--- config.mk ---
export PLATFORM = sky130hd
export DESIGN_NAME = avg_freq_meter
export DESIGN_NICKNAME = d
export VERILOG_FILES = /design/src/rtl/afm_pkg.sv /design/src/rtl/afm_edge_det.sv /design/src/rtl/afm_window.sv /design/src/rtl/afm_accum.sv /design/src/rtl/avg_freq_meter.sv
export SDC_FILE = /design/constraint.sdc
export NUM_CORES = 1
export LEC_CHECK = 0
export ABC_AREA = 1
export ABC_CLOCK_PERIOD_IN_PS = 2700
export CORE_MARGIN = 3
export CORE_UTILIZATION = 37
export CTS_CLUSTER_SIZE = 14
export DETAILED_ROUTE_END_ITERATION = 12
export DONT_BUFFER_PORTS = 1
export PLACE_DENSITY = 0.58
export SYNTH_ARGS = -nofsm -noshare
export SYNTH_HDL_FRONTEND = slang
export SYNTH_SLANG_ARGS = --single-unit
export TNS_END_PERCENT = 20
--- constraint.sdc ---
create_clock -name clk -period 2.7 [get_ports clk]
set_input_delay 0.27 -clock clk [delete_from_list [all_inputs] [get_ports clk]]
set_output_delay 0.27 -clock clk [all_outputs]
set_load 0.05 [all_outputs]
--- src/rtl/afm_pkg.sv ---
package afm_pkg;

   typedef enum logic {
      START_ON_ENABLE  = 1'b0,
      START_ON_TRIGGER = 1'b1
   } start_mode_e;

   localparam int unsigned MIN_WIN = 2;

endpackage

--- src/rtl/afm_edge_det.sv ---
module afm_edge_det #(
   parameter bit GATE_RISE = 1'b1
) (
   input  logic clk,
   input  logic rst_n,
   input  logic sig_in,
   input  logic edge_fall,
   input  logic gate_in,
   output logic sel_edge,
   output logic gate_edge
);

   logic prev_sig;
   logic prev_gate;

   always_ff @(posedge clk) begin
      if (!rst_n) begin
         prev_sig  <= 1'b0;
         prev_gate <= 1'b0;
      end else begin
         prev_sig  <= sig_in;
         prev_gate <= gate_in;
      end
   end

   always_comb begin
      if (edge_fall) sel_edge = prev_sig & ~sig_in;
      else           sel_edge = ~prev_sig & sig_in;
   end

   generate
      if (GATE_RISE) begin : g_gate_rise
         assign gate_edge = gate_in & ~prev_gate;
      end else begin : g_gate_fall
         assign gate_edge = ~gate_in & prev_gate;
      end
   endgenerate

endmodule

--- src/rtl/afm_window.sv ---
module afm_window
   import afm_pkg::*;
#(
   parameter int unsigned WIN_W = 32
) (
   input  logic             clk,
   input  logic             rst_n,
   input  logic             start,
   input  logic             stop,
   input  logic [WIN_W-1:0] win_len,
   output logic             running,
   output logic             expire
);

   localparam logic [WIN_W-1:0] MIN_LEN = WIN_W'(MIN_WIN);
   localparam logic [WIN_W-1:0] ONE     = WIN_W'(1);

   logic [WIN_W-1:0] left_q;
   logic [WIN_W-1:0] eff_len;

   assign eff_len = (win_len < MIN_LEN) ? MIN_LEN : win_len;
   assign expire  = running & ~stop & (left_q == ONE);

   always_ff @(posedge clk) begin
      if (!rst_n) begin
         running <= 1'b0;
         left_q  <= '0;
      end else if (stop) begin
         running <= 1'b0;
         left_q  <= '0;
      end else if (start) begin
         running <= 1'b1;
         left_q  <= eff_len;
      end else if (running) begin
         if (expire) left_q <= eff_len;
         else        left_q <= left_q - ONE;
      end
   end

endmodule

--- src/rtl/afm_accum.sv ---
module afm_accum #(
   parameter int unsigned CNT_W = 32,
   parameter bit          SAT   = 1'b1
) (
   input  logic             clk,
   input  logic             rst_n,
   input  logic             running,
   input  logic             clear,
   input  logic             sel_edge,
   input  logic             expire,
   output logic [CNT_W-1:0] interval_q,
   output logic [CNT_W-1:0] pulses_q,
   output logic             result_vld
);

   localparam logic [CNT_W-1:0] ONE = CNT_W'(1);

   logic             seen_q;
   logic [CNT_W-1:0] tic_q;
   logic [CNT_W-1:0] last_q;
   logic [CNT_W-1:0] cnt_q;
   logic [CNT_W-1:0] tic_inc;
   logic             edge_ok;
   logic             first_edge;
   logic             later_edge;
   logic [CNT_W-1:0] last_nx;
   logic [CNT_W-1:0] cnt_nx;
   logic             enough;

   generate
      if (SAT) begin : g_sat
         assign tic_inc = (&tic_q) ? tic_q : tic_q + ONE;
      end else begin : g_wrap
         assign tic_inc = tic_q + ONE;
      end
   endgenerate

   always_comb begin
      edge_ok    = running & sel_edge;
      first_edge = edge_ok & ~seen_q;
      later_edge = edge_ok & seen_q;
      last_nx    = later_edge ? tic_q : last_q;
      cnt_nx     = later_edge ? cnt_q + ONE : cnt_q;
      enough     = seen_q & (cnt_nx != '0);
   end

   always_ff @(posedge clk) begin
      if (!rst_n) begin
         seen_q     <= 1'b0;
         tic_q      <= '0;
         last_q     <= '0;
         cnt_q      <= '0;
         interval_q <= '0;
         pulses_q   <= '0;
         result_vld <= 1'b0;
      end else begin
         result_vld <= expire;
         if (clear) begin
            seen_q <= 1'b0;
            tic_q  <= '0;
            last_q <= '0;
            cnt_q  <= '0;
         end else if (running) begin
            if (expire) begin
               interval_q <= enough ? last_nx : '0;
               pulses_q   <= enough ? cnt_nx : '0;
               seen_q     <= 1'b0;
               tic_q      <= '0;
               last_q     <= '0;
               cnt_q      <= '0;
            end else begin
               if (first_edge) begin
                  seen_q <= 1'b1;
                  tic_q  <= ONE;
               end else begin
                  tic_q  <= tic_inc;
               end
               last_q <= last_nx;
               cnt_q  <= cnt_nx;
            end
         end
      end
   end

endmodule

--- src/rtl/avg_freq_meter.sv ---
module avg_freq_meter
   import afm_pkg::*;
#(
   parameter int unsigned WIN_W     = 32,
   parameter int unsigned CNT_W     = 32,
   parameter bit          SAT_TIC   = 1'b1,
   parameter bit          GATE_RISE = 1'b1
) (
   input  logic             clk,
   input  logic             rst_n,
   input  logic             enable,
   input  logic             start_mode,
   input  logic             sw_trig,
   input  logic             glob_trig,
   input  logic             gate_in,
   input  logic             sig_in,
   input  logic             edge_fall,
   input  logic [WIN_W-1:0] win_len,
   output logic [CNT_W-1:0] interval_q,
   output logic [CNT_W-1:0] pulses_q,
   output logic             result_vld
);

   generate
      if (WIN_W < 2) begin : g_bad_win
         $error("avg_freq_meter: WIN_W must be at least 2");
      end
      if (CNT_W < WIN_W) begin : g_bad_cnt
         $error("avg_freq_meter: CNT_W must not be narrower than WIN_W");
      end
   endgenerate

   logic        sel_edge;
   logic        gate_edge;
   logic        running;
   logic        expire;
   logic        trig_any;
   logic        start;
   logic        stop;
   start_mode_e mode;

   assign mode     = start_mode_e'(start_mode);
   assign trig_any = sw_trig | glob_trig | gate_edge;
   assign stop     = ~enable;
   assign start    = enable & ~running &
                     ((mode == START_ON_ENABLE) | trig_any);

   afm_edge_det #(
      .GATE_RISE (GATE_RISE)
   ) u_edge (
      .clk       (clk),
      .rst_n     (rst_n),
      .sig_in    (sig_in),
      .edge_fall (edge_fall),
      .gate_in   (gate_in),
      .sel_edge  (sel_edge),
      .gate_edge (gate_edge)
   );

   afm_window #(
      .WIN_W (WIN_W)
   ) u_win (
      .clk     (clk),
      .rst_n   (rst_n),
      .start   (start),
      .stop    (stop),
      .win_len (win_len),
      .running (running),
      .expire  (expire)
   );

   afm_accum #(
      .CNT_W (CNT_W),
      .SAT   (SAT_TIC)
   ) u_acc (
      .clk        (clk),
      .rst_n      (rst_n),
      .running    (running),
      .clear      (stop),
      .sel_edge   (sel_edge),
      .expire     (expire),
      .interval_q (interval_q),
      .pulses_q   (pulses_q),
      .result_vld (result_vld)
   );

endmodule

Yosys cells after proc, flatten, opt, wreduce, memory -nomap -nowiden
Index checks and enable logic that the tools add are counted.
- register bits: 197
- bits of input ports: 41
- output and inout port bits: 65
- logic and storage cells: 61
- add/sub/neg operators: 3
- $lt $le $gt $ge: 1
- eq/ne operators: 2
- multiplexer cells: 16
- bitwise operators: 20
- reduce and logical (&&, ||, !) cells: 8
- operator list (cell ; count):
    2-to-1 mux 32 bit ; 13
    adder 32 x 1 -> 32 bit, second input constant ; 2
    == test 32 x 1 -> 1 bit, second input constant ; 1
    < comparator 32 x 2 -> 1 bit, second input constant ; 1
    AND reduction 32 bit ; 1
    nonzero test 32 bit ; 1
    subtractor 32 x 1 -> 32 bit, second input constant ; 1
    bitwise AND 1 bit ; 11
    inverter 1 bit ; 6
    AND reduction 2 bit ; 3
    nonzero test 2 bit ; 2
    2-to-1 mux 1 bit ; 3
    inequality test 3 x 1 -> 1 bit, second input constant ; 1
    OR 1 bit ; 3
    AND reduction 3 bit ; 1

Depth between registers and ports, before layout
Gate-level depths: netlist of the first run.
- depth in word-level cells: 9
- depth in mapped cells: 17
- gate-level depth less buffers: 16

Cells and area by module
Synthesis of the first run repeated with hierarchy kept, for this count alone.
- cell total of the unflattened synthesis: 1740
- area total of the unflattened synthesis: 11018.1 sq um
- by module, submodules not included (module ; instances ; cells each ; area each (sq um) ; seq. area each (sq um)):
    afm_accum ; 1 ; 1237 ; 8039.0 ; 3243.1
    afm_window ; 1 ; 482 ; 2857.7 ; 660.6
    afm_edge_det ; 1 ; 14 ; 87.6 ; 40.0
    avg_freq_meter ; 1 ; 7 ; 33.8 ; 0.0

Worst setup path after synthesis of the first run
Ideal clock, no wire load.
- path kind: reg-to-reg
- start point: reg u_acc.cnt_q[0]
- end point: reg u_acc.interval_q[10]
- setup time: 0.128 ns
- arrival time: 1.971 ns
- required time: 2.572 ns
- slack: 0.600 ns
- cell stages (with the launch flop): 16
- path through: dfxtp_1 -> ha_1 -> nand2_1 -> nor2_4 -> nand3_4 -> nor2_2 -> nand2_1 -> nand2_1 -> nand2_1 -> nor2_1 -> nand2_1 -> nor2_2 -> nand3_4 -> buf_6 -> nand3_1 -> a21oi_1
- word-level cells in the longest chain between the ends: 5
- ends and longest elaborated chain (what ; RTL line ; RTL):
    from (decl) ; afm_accum.sv:21 ; logic [CNT_W-1:0] cnt_q;
    from (signal assigned) ; afm_accum.sv:79 ; cnt_q <= cnt_nx;
    adder 32 x 1 -> 32 bit ; afm_accum.sv:43 ; cnt_nx = later_edge ? cnt_q + ONE : cnt_q;
    2-to-1 mux 32 bit * ; afm_accum.sv:43 ;
    nonzero test 32 bit * ; afm_accum.sv:44 ; enough = seen_q & (cnt_nx != '0);
    bitwise AND 1 bit * ; afm_accum.sv:44 ;
    2-to-1 mux 32 bit * ; afm_accum.sv:65 ; interval_q <= enough ? last_nx : '0;
    to (signal assigned) ; afm_accum.sv:65 ;
    to (decl) ; afm_accum.sv:11 ; output logic [CNT_W-1:0] interval_q,
Every way passes the cells marked *; elsewhere a longest branch is shown, timed or not.
A chain may end at the register's enable or synchronous reset.

Final worst setup path of the first run
- start point: reg u_acc.cnt_q[2]
- end point: reg u_acc.interval_q[12]
Same word-level chain as after synthesis.

==> reports/qor.yml, run 1 <==
design_area_um2: 11500
netlist_top_cells_area: "dfxtp_1 38%, nand2_1 12%, inv_1 6.9%"
cts_root_buf: "clkbuf_16"
synthCells: 1556
start_util: 0.380
die_h_um: 173
gr-usage-all-layers: 0.197
antenna_cells: 0
drt_pass1_iterations: 5
ys_seq_area_frac: 0.382
setup_viol: 0
synth_top_area_frac: 0.382
met2WireLength_mm: 12.9
fin_crit_ns: 2.54
rsz0062_at_grt: "true"
clk_pin_slew_ns: 0.09
grt_first_pass_wirelength_mm: 49.0
first_iter_violations: 692
met3WireLength_mm: 2.01
final_nets: 1585
gp_congestion: 0.908
post_drt_wl_per_cell_um: 15.5
core-area_um2: 27200
power_density_nw_per_um2: 544
fin_ws_ns: 0.162
fill_cells: 2901
port_buffers: 0
status: "completed"
r2r-end: "u_acc.interval_q[12]"
relSlewSlack: 0.515
r2r_slack_ns: 0.16
wl_mm: 29.9
startpoint_type: "flip-flop"
clk_path_buf_depth: 2
boundaryPins: 106
layout_common_cells: "326 x nand2_1, 194 x dfxtp_1, 190 x inv_1"
yosys_most_used_dff: "dfxtp_1"
r2r_cells: 14
yosysWarnings: 0
cp.required_ns: 3.02
hold_class: "in2reg"
avgSynthCellArea_um2: 6.63
postSynth.asyncResetShare: 0
cts_tree: "done"
holdPathStages: 2
multi_input_area_um2: 5340
layout-drive-gt1-share: 0.0631
first_global_vias: 9199
wl_met1_mm: 14.7
routed_via_density: 5.16
drc: 0
drv_slew: 0
fmax_mhz: 394
syn-num-nets: 1601
fp.dieArea_um2: 29900
path_max_fanout: 46
min_to: "u_win.left_q[12]"
synth.distinct_cells: 45
ir_drop_uv: 437
end_kind: "flip-flop"
synth_largest_area_cell: "dfxtp_1"
numCtsBuffers: 17
area.sequential_um2: 3950
cap_violations: 0
ant_nets: 0
p_leak_nw: 4.64
layout_commonest_cell: "nand2_1"
route.vias.total: 9939
ys_ff_latch: 197
area_delta_synth_final_pct: 11.5
timing.final.hold_violations: 0
hp-start: "win_len[12]"
dieWidth_um: 173
synth_edf_count: 0
rows: 60
highest_layer: "met4"
period_share: 0.940
clock_latency_ns: 0.45
cts_sinks: 197
antenna_found_initial: 0
path_class: "reg2reg"
netlist_area_um2: 10300
worst_slew_pin_slew_ns: 0.728
skew_ns: 0.0170
h-tree-depth: 4
grt.overflow.total: 0
place_area_um2: 10700
r2r_start: "u_acc.cnt_q[2]"
post-place-ws_ns: 0.132
cp_data_arrival_time_ns: 2.86
dpl.hpwl_mm: 20.9
grt_max_degree: 86
==> report_power, final <==
group | internal [mW] | switching, mW
logic | 0.210 | 0.403
registers | 2.94 | 0.0380
clock network | 1.27 | 1.39
total | 4.42 | 1.83
==> cell usage after synthesis (2+ instances only) <==
master and n:
nand2_1 327, dfxtp_1 197, inv_1 190, nor2_1 153, nand3_1 125, o21ai_0 120, a21oi_1 116, nor3_1 69
clkbuf_1 58, nand4_1 32, o21a_1 28, xor2_1 22, buf_2 10, nor2_2 9, nand3b_1 8, xnor2_1 8
and2_0 7, nor4_1 7, a31oi_1 6, buf_6 6, o211ai_1 6, a211oi_1 5, o22ai_1 5, buf_1 4
ha_1 4, nor2_4 4, nor3_2 3, nor3b_1 3, a22oi_1 2, inv_2 2, nand3_4 2, o21ai_1 2
o31ai_1 2, o32ai_1 2, or3_1 2
==> critical path, stage by stage, from the launching register on <==
cell,delay (ns)
dfxtp_1,0.45
nand2_1,0.11
nor2_2,0.22
nand2_1,0.16
nor2_2,0.34
nand2_1,0.09
nand2_1,0.08
nand3_1,0.08
nor2_1,0.12
nand2_1,0.10
nor2_4,0.15
nand3_4,0.09
buf_12,0.17
nand3_1,0.12
a21oi_1,0.07
==> kinds of logic (layout without fill, tap and decap cells) <==
kind of cell | count (synthesis) | after routing | share of synthesized area
AO/OA/AOI/OAI | 299 | 299 | 0.159
XOR/XNOR | 30 | 30 | 0.0255
adder cells (fa/ha/maj) | 4 | 4 | 0.00485
buffers and inverters | 272 | 269 | 0.105
flip-flops | 197 | 197 | 0.382
AND/OR/NAND/NOR | 754 | 754 | 0.324
==> metal layers <==
layer / vias up / global-route usage
li1: 5056 / -
met1: 4557 / 0.278
met2: 301 / 0.303
met3: 25 / 0.0498
met4: 0 / 0.0456
met5: - / 0
==> stage by stage <==
stage                     power [mW]  utilization  instances  hold slack, ns  setup TNS (ns)
after floorplan                 3.47            -       1556           0.363               0
after global placement          3.61        0.395       1882           0.364               0
after detailed placement        3.61        0.395       1882           0.370               0
after CTS                       6.28        0.422       1923          0.0147               0
after global routing            6.51        0.423       1925          0.0243          -0.616
final                           6.25        0.423       1925          0.0293               0
==> layout make-up <==
| cell class | instances | share of cell area |
|---|---|---|
| Tap cell | 372 | 0.0405 |
| Timing Repair Buffer | 44 | 0.0355 |
| Multi-Input combinational cell | 1087 | 0.464 |
| Inverter | 193 | 0.0630 |
| Clock buffer | 17 | 0.0370 |
| Clock inverter | 15 | 0.0174 |
| Sequential cell | 197 | 0.343 |
==> repair_timing <==
action / 4_1_cts / 5_1_grt
setup buffers: 0 / 2
gates resized for setup: 0 / 9
endpoints found under the hold margin: 71 / 0
hold buffers: 9 / 0
endpoints found under the setup margin: 0 / 69
==> how the worst max path moves through the flow <==
| stage | slack, ns | cells past startpoint | endpoint | start |
|---|---|---|---|---|
| after CTS | 0.13 | 15 | u_acc.interval_q[18] | u_acc.cnt_q[0] |
| after floorplan | 0.60 | 15 | u_acc.interval_q[10] | u_acc.cnt_q[0] |
| final | 0.16 | 14 | u_acc.interval_q[12] | u_acc.cnt_q[2] |
| after global placement | 0.18 | 14 | u_acc.interval_q[10] | u_acc.cnt_q[12] |
| after detailed placement | 0.13 | 15 | u_acc.interval_q[12] | u_acc.cnt_q[0] |
| after global routing | -0.04 | 14 | u_acc.interval_q[21] | u_acc.cnt_q[2] |
==> state kept, by name, indices dropped and copies added, names as in the netlist, 32 cells and up <==
register	flops
u_acc.cnt_q	32
u_acc.interval_q	32
u_acc.tic_q	32
u_acc.last_q	32
u_acc.pulses_q	32
u_win.left_q	32
Note: power is estimated with default switching activity, not from simulation.
==> run 2: changes to the inputs <==
--- a/config.mk
+++ b/config.mk
@@ -8,11 +8,12 @@
 export ABC_AREA = 1
 export ABC_CLOCK_PERIOD_IN_PS = 2700
 export CORE_MARGIN = 3
-export CORE_UTILIZATION = 37
+export CORE_UTILIZATION = 60
 export CTS_CLUSTER_SIZE = 14
 export DETAILED_ROUTE_END_ITERATION = 12
 export DONT_BUFFER_PORTS = 1
-export PLACE_DENSITY = 0.58
+export PLACE_DENSITY = 0.83
+export REMOVE_ABC_BUFFERS = 1
 export SYNTH_ARGS = -nofsm -noshare
 export SYNTH_HDL_FRONTEND = slang
 export SYNTH_SLANG_ARGS = --single-unit
==> run 2 against run 1 <==
Core utilization increased by 25 points. Final cell count decreased by 8.1%. Combinational power decreased by 3.4%. First-iteration DRC count up 61%. Routed wire length down 9.1%. Largest power group unchanged.
==> reports/qor.yml, run 2 (same netlist as run 1, synthesis figures left out) <==
clk_pin_slew_ns: 0.08  # about the same
startpoint_type: "flip-flop"
area_delta_synth_final_pct: 8.61
ir_drop_uv: 417  # -4.5%
pwr-share-comb: 0.099  # about the same
route.vias.total: 10200  # +2.6%
cp_num_buf_inv: 1  # unchanged
die_h_um: 137  # -21%
skew_ns: 0.0126  # -0.00434 ns
gp_congestion: 0.983  # +8.3%
grt_first_pass_wirelength_mm: 44.2  # -9.7%
port_buffers: 0  # unchanged
place_inst: 1723  # -8.4%
fin_tns_setup_ns: 0  # unchanged
place_area_um2: 10500  # -2.3%
cts_tree: "done"
clock_power_share: 0.405  # -0.022
status: "completed"
layout-drive-gt1-share: 0.0613  # -0.00177
clock_latency_ns: 0.44  # about the same
start_util: 0.618  # +0.238
timing.final.hold_violations: 0  # unchanged
met2_usage: 0.450  # +0.146
dieWidth_um: 137  # -21%
p_seq_frac: 0.496  # +0.021
area.sequential_um2: 3950  # unchanged
netSwitchingFraction: 0.272  # -0.0215
instances_no_fill: 1769  # -8.1%
path_class: "reg2reg"
gr-usage-all-layers: 0.287  # +0.0899
cts_root_buf: "clkbuf_16"
clk_path_buf_depth: 2  # unchanged
numCtsBuffers: 17  # unchanged
fill_cells: 1516  # -48%
path_max_fanout: 64  # +39%
relSlewSlack: 0.534  # +0.0195
period_share: 0.952  # +0.0124
crit_top_cell: "nand2_1"
routed_via_density: 5.76  # +12%
grt.overflow.total: 0  # unchanged
grt_max_degree: 76  # -12%
h-tree-depth: 4  # unchanged
wl_mm: 27.2  # -9.1%
cp_data_arrival_time_ns: 2.88  # +0.02 ns
cp_slowest_cell: "dfxtp_1"
worst_slew_pin_slew_ns: 0.699  # -0.0292 ns
final_nets: 1581  # -0.25%
dpl.hpwl_mm: 18.5  # -11%
fp.dieArea_um2: 18800  # -37%
drt_pass1_iterations: 5  # unchanged
p_int_mw: 4.36  # -1.2%
design_area_um2: 11200  # -2.6%
cts_sinks: 197  # unchanged
fin_crit_ns: 2.57  # +0.0334 ns
cap_violations: 0  # unchanged
hold_class: "in2reg"
fmax_mhz: 389  # -1.3%
core-area_um2: 16700  # -39%
setup_viol: 0  # unchanged
top_usage_layer: "met2"
drv_slew: 0  # unchanged
antenna_cells: 0  # unchanged
switchingPower_mw: 1.63  # -11%
rows: 47  # -22%
crit_chain: "nand4_1, nor2_2, nand2_1, nand2_1, nand2_1, nor2_1, nand2_1, nor2_2, nand3_4, buf_12, nand3_1, a21oi_1"
p_leak_nw: 4.58  # -1.1%
cp.required_ns: 3.01  # about the same
end_kind: "flip-flop"
boundaryPins: 106  # unchanged
met1_usage: 0.401  # +0.123
post_drt_wl_per_cell_um: 15.4  # -1.0%
layout_commonest_cell: "nand2_1"
drc: 0  # unchanged
gr-usage-met3: 0.0544  # +0.00457
holdWs_ns: 0.00337  # -0.0260 ns
multi_input_area_um2: 5330  # about the same
layout_common_cells: "326 x nand2_1, 194 x dfxtp_1, 190 x inv_1"
crit_family: "simple AND/OR/NAND/NOR gates"
antenna_found_initial: 0  # unchanged
first_global_vias: 9128  # -0.77%
power.total_mw: 5.99  # -4.2%
ant_nets: 0  # unchanged
power_density_nw_per_um2: 535  # -1.6%
first_iter_violations: 1111  # +61%
critPathMaxStageDelay_ns: 0.51  # +0.06 ns
## run 2: cell types whose count changed in the layout (fill, tap and decap cells not counted), moves of 2 or more
| cell | delta |
|---|---|
| clkinv_8 | -7 |
| buf_4 | -5 |
| inv_6 | +5 |
| clkinv_4 | +4 |
| clkinv_2 | +2 |
| clkinvlp_4 | -2 |
| inv_12 | -2 |
| nor2_1 | -2 |
## run 2: path summary, 6_finish.rpt
kind,cells past startpoint,endpoint,slack (ns),from
max,12,u_acc.interval_q[27],0.13,u_win.running
min,2,u_acc.interval_q[27],0.003,rst_n
max reg2reg,12,u_acc.interval_q[27],0.13,u_win.running
min reg2reg,2,u_win.left_q[10],0.50,u_win.left_q[10]
## run 2: repair_timing
item / CTS / global route
endpoints found under the setup margin: 0 / 64
hold endpoints to repair: 68 / 0
buffers inserted: 0 / 5
hold buffers: 9 / 0
resized for setup: 0 / 11
## run 2: routing by layer
metal	wire length, µm	share of wire
met1	12300	0.45
met2	12400	0.46
met3	2140	0.079
met4	405	0.015
met5	0	0
## run 2: layout make-up
class	instances	area share
Multi-Input combinational cell	1087	0.476
Sequential cell	197	0.352
Inverter	193	0.0646
Timing Repair Buffer	40	0.0334
Tap cell	220	0.0246
Clock buffer	18	0.0392
Clock inverter	14	0.0104
## run 2: power groups by stage
stage	Clock [mW]	Combinational, mW	Sequential, mW
after floorplan	0	0.407	3.04
after global placement	0	0.543	3.04
after detailed placement	0	0.551	3.04
after CTS	2.45	0.581	2.97
after global routing	2.58	0.667	2.98
final	2.43	0.592	2.97
## run 2: through the flow
stage	utilization	setup slack [ns]
after floorplan	-	-4.56
after global placement	0.628	0.182
after detailed placement	0.628	0.147
after CTS	0.667	0.135
after global routing	0.671	-0.0132
final	0.671	0.129
==> run 3: changes to the inputs <==
--- a/config.mk
+++ b/config.mk
@@ -13,8 +13,8 @@
 export DETAILED_ROUTE_END_ITERATION = 12
 export DONT_BUFFER_PORTS = 1
 export PLACE_DENSITY = 0.83
-export REMOVE_ABC_BUFFERS = 1
 export SYNTH_ARGS = -nofsm -noshare
 export SYNTH_HDL_FRONTEND = slang
+export SYNTH_HIERARCHICAL = 1
 export SYNTH_SLANG_ARGS = --single-unit
 export TNS_END_PERCENT = 20
==> run 3 against run 2 <==
Final cell count increased by 12%. Sequential share of layout area decreased by 2.8 points. First-iteration DRC count is 5.9% lower. Synthesized cell count is 12% higher. Critical path depth up 6. Synthesized area is 6.7% higher. Non-clock buffer count is 17 higher. Global-route usage down 0.62 points. Combinational power up 22%. Design area grew 8.6%. Setup slack gained 0.010 ns. Routed wire length grew 7.1%. Critical path type unchanged. Critical endpoint is now u_acc/tic_q[30]. Largest cell class unchanged.
==> reports/qor.yml, run 3 <==
fmax_mhz: 390  # +0.41%
syn-num-nets: 1785
startpoint_type: "flip-flop"
ant_nets: 0  # unchanged
crit_top_cell: "nand2_1"
switchingPower_mw: 1.66  # +2.0%
wl_mm: 29.1  # +7.1%
cp_num_buf_inv: 3  # +2
route.vias.total: 11100  # +9.2%
layout_common_cells: "423 x nand2_1, 224 x nor2_1, 216 x inv_1"
clock_latency_ns: 0.44  # about the same
dpl.hpwl_mm: 20.1  # +8.2%
path_max_fanout: 4  # -94%
start_util: 0.624  # +0.00594
timing.final.hold_violations: 0  # unchanged
die_h_um: 142  # +3.2%
multi_input_area_um2: 5970  # +12%
synth.distinct_cells: 45  # unchanged
first_iter_violations: 1045  # -5.9%
netlist_top_cells_area: "dfxtp_1 36%, nand2_1 14%, nor2_1 8.1%"
met1_usage: 0.379  # -0.0222
avgSynthCellArea_um2: 6.33  # -4.5%
cp.required_ns: 3.03  # +0.02 ns
clk_pin_slew_ns: 0.07  # about the same
relSlewSlack: 0.510  # -0.0240
ys_seq_area_frac: 0.358  # -0.0241
layout-drive-gt1-share: 0.0904  # +0.0291
clk_path_buf_depth: 2  # unchanged
postSynth.asyncResetShare: 0  # unchanged
final_nets: 1781  # +13%
cts_tree: "done"
gr-usage-met3: 0.0442  # -0.0103
p_int_mw: 4.69  # +7.4%
synth_top_area_frac: 0.358  # -0.0241
cts_root_buf: "clkbuf_16"
first_global_vias: 9880  # +8.2%
pwr-share-comb: 0.113  # +0.014
drt_pass1_iterations: 8  # +3
port_buffers: 0  # unchanged
synth.cells.most_frequent: "425 x nand2_1, 238 x nor2_1, 220 x inv_1, 197 x dfxtp_1, 160 x a21oi_1"
worst_slew_pin_slew_ns: 0.735  # +0.0361 ns
skew_ns: 0.0105  # -0.00212 ns
cp_slowest_cell: "nor4_4"
layout_commonest_cell: "nand2_1"
yosys_most_used_dff: "dfxtp_1"
synth_most_common_cell: "nand2_1"
synth_largest_area_cell: "dfxtp_1"
core-area_um2: 17700  # +5.7%
post_drt_wl_per_cell_um: 14.8  # -4.0%
hold_class: "in2reg"
clock_power_share: 0.422  # +0.017
fp.dieArea_um2: 20000  # +6.4%
ys_ff_latch: 197  # unchanged
instances_no_fill: 1973  # +12%
fin_crit_ns: 2.56  # -0.0104 ns
fill_cells: 1541  # +1.6%
area.sequential_um2: 3950  # about the same
netSwitchingFraction: 0.262  # -0.0101
p_seq_frac: 0.465  # -0.031
grt_max_degree: 67  # -12%
place_inst: 1931  # +12%
h-tree-depth: 4  # unchanged
met2_usage: 0.465  # +0.0149
p_leak_nw: 4.71  # +2.8%
drc: 0  # unchanged
synth_edf_count: 0  # unchanged
cap_violations: 0  # unchanged
routed_via_density: 5.65  # -2.1%
critPathMaxStageDelay_ns: 0.35  # -0.16 ns
grt.overflow.total: 0  # unchanged
gr-usage-all-layers: 0.281  # -0.00619
numCtsBuffers: 17  # unchanged
path_class: "reg2reg"
drv_slew: 0  # unchanged
grt_first_pass_wirelength_mm: 47.2  # +6.6%
antenna_found_initial: 0  # unchanged
holdWs_ns: 0.0413  # +0.0380 ns
cts_sinks: 197  # unchanged
yosysWarnings: 6  # +6
antenna_cells: 0  # unchanged
cp_data_arrival_time_ns: 2.89  # about the same
ir_drop_uv: 454  # +8.7%
rows: 48  # +2.1%
boundaryPins: 106  # unchanged
area_delta_synth_final_pct: 10.5
synthCells: 1740  # +12%
power_density_nw_per_um2: 522  # -2.4%
setup_viol: 0  # unchanged
period_share: 0.948  # -0.00386
status: "completed"
crit_family: "simple AND/OR/NAND/NOR gates"
top_usage_layer: "met2"
netlist_area_um2: 11000  # +6.7%
gp_congestion: 1.01  # +2.4%
dieWidth_um: 142  # +3.2%
crit_chain: "nor2_4, nand2_2, nor2_4, nand3_1, nor4_4, inv_1, nand2_1, nor2_1, nand2_1, nand2_2, inv_2, nand2_1, inv_2, nand2_2, nor3_4, nand2_1, nand2_1, nor2_1"
end_kind: "flip-flop"
[run 3: cell types whose count changed after synthesis, moves of 30 or more]
cell,change
o21ai_0,-59
inv_1,+30
nor3_1,-48
nor2_1,+85
a21oi_1,+44
nand2_1,+98
[run 3: stage by stage]
step / TNS [ns] / utilization / worst slack [ns] / power, mW / cell area, µm²
final: 0 / 0.689 / 0.139 / 6.35 / 12200
after global routing: -0.958 / 0.689 / -0.0384 / 6.58 / 12200
after CTS: 0 / 0.681 / 0.00201 / 6.34 / 12000
after detailed placement: 0 / 0.643 / 0.00462 / 3.69 / 11300
after global placement: 0 / 0.643 / 0.0896 / 3.68 / 11300
after floorplan: 0 / - / 0.0833 / 3.52 / 11000
[run 3: logic make-up (layout without fill, tap and decap cells)]
| kind of cell | count (synthesis) | count (layout) | share of synthesized area |
|---|---|---|---|
| AOI/OAI and AO/OA | 307 | 307 | 0.155 |
| xor gates and xnor gates | 19 | 19 | 0.0158 |
| adders and majority gates | 4 | 4 | 0.00454 |
| buffers and inverters | 306 | 314 | 0.111 |
| DFF | 197 | 197 | 0.358 |
| and+or+nand+nor | 907 | 907 | 0.356 |
[run 3: power groups by stage]
stage,Clock (mW),Combinational [mW],Sequential [mW]
after floorplan,0,0.500,3.02
after global placement,0,0.659,3.02
after detailed placement,0,0.668,3.02
after CTS,2.71,0.681,2.95
after global routing,2.84,0.787,2.95
final,2.68,0.720,2.95
[run 3: routing by layer]
layer	wire (µm)	share of wire
met5	0	0
met4	672	0.023
met3	2260	0.078
met2	13700	0.47
met1	12500	0.43
[run 3: path summary, 6_finish.rpt]
path | startpoint | endpoint | slack (ns) | depth (start not counted)
setup reg to reg | u_win/left_q[9] | u_acc/tic_q[30] | 0.14 | 18
setup / recovery | u_win/left_q[9] | u_acc/tic_q[30] | 0.14 | 18
hold / removal | win_len[0] | u_win/left_q[0] | 0.04 | 2
hold reg to reg | u_acc/cnt_q[31] | u_acc/cnt_q[31] | 0.49 | 2
[run 3: what timing repair did]
item / 4_1_cts / 5_1_grt
endpoints found under the setup margin: 4 / 90
gates resized for setup: 1 / 32
setup buffers: 0 / 6
gates cloned: 0 / 0
pin swaps: 0 / 12
endpoints found under the hold margin: 3 / 0
hold buffers: 5 / 0
[run 3: area by class of cell]
| type | count | area share |
|---|---|---|
| flip-flops and latches | 197 | 0.324 |
| clock buffers | 20 | 0.0375 |
| repair buffers | 57 | 0.0413 |
| well taps | 225 | 0.0231 |
| inverters | 226 | 0.0698 |
| clock inverters | 11 | 0.0133 |
| multi-input cells | 1237 | 0.491 |
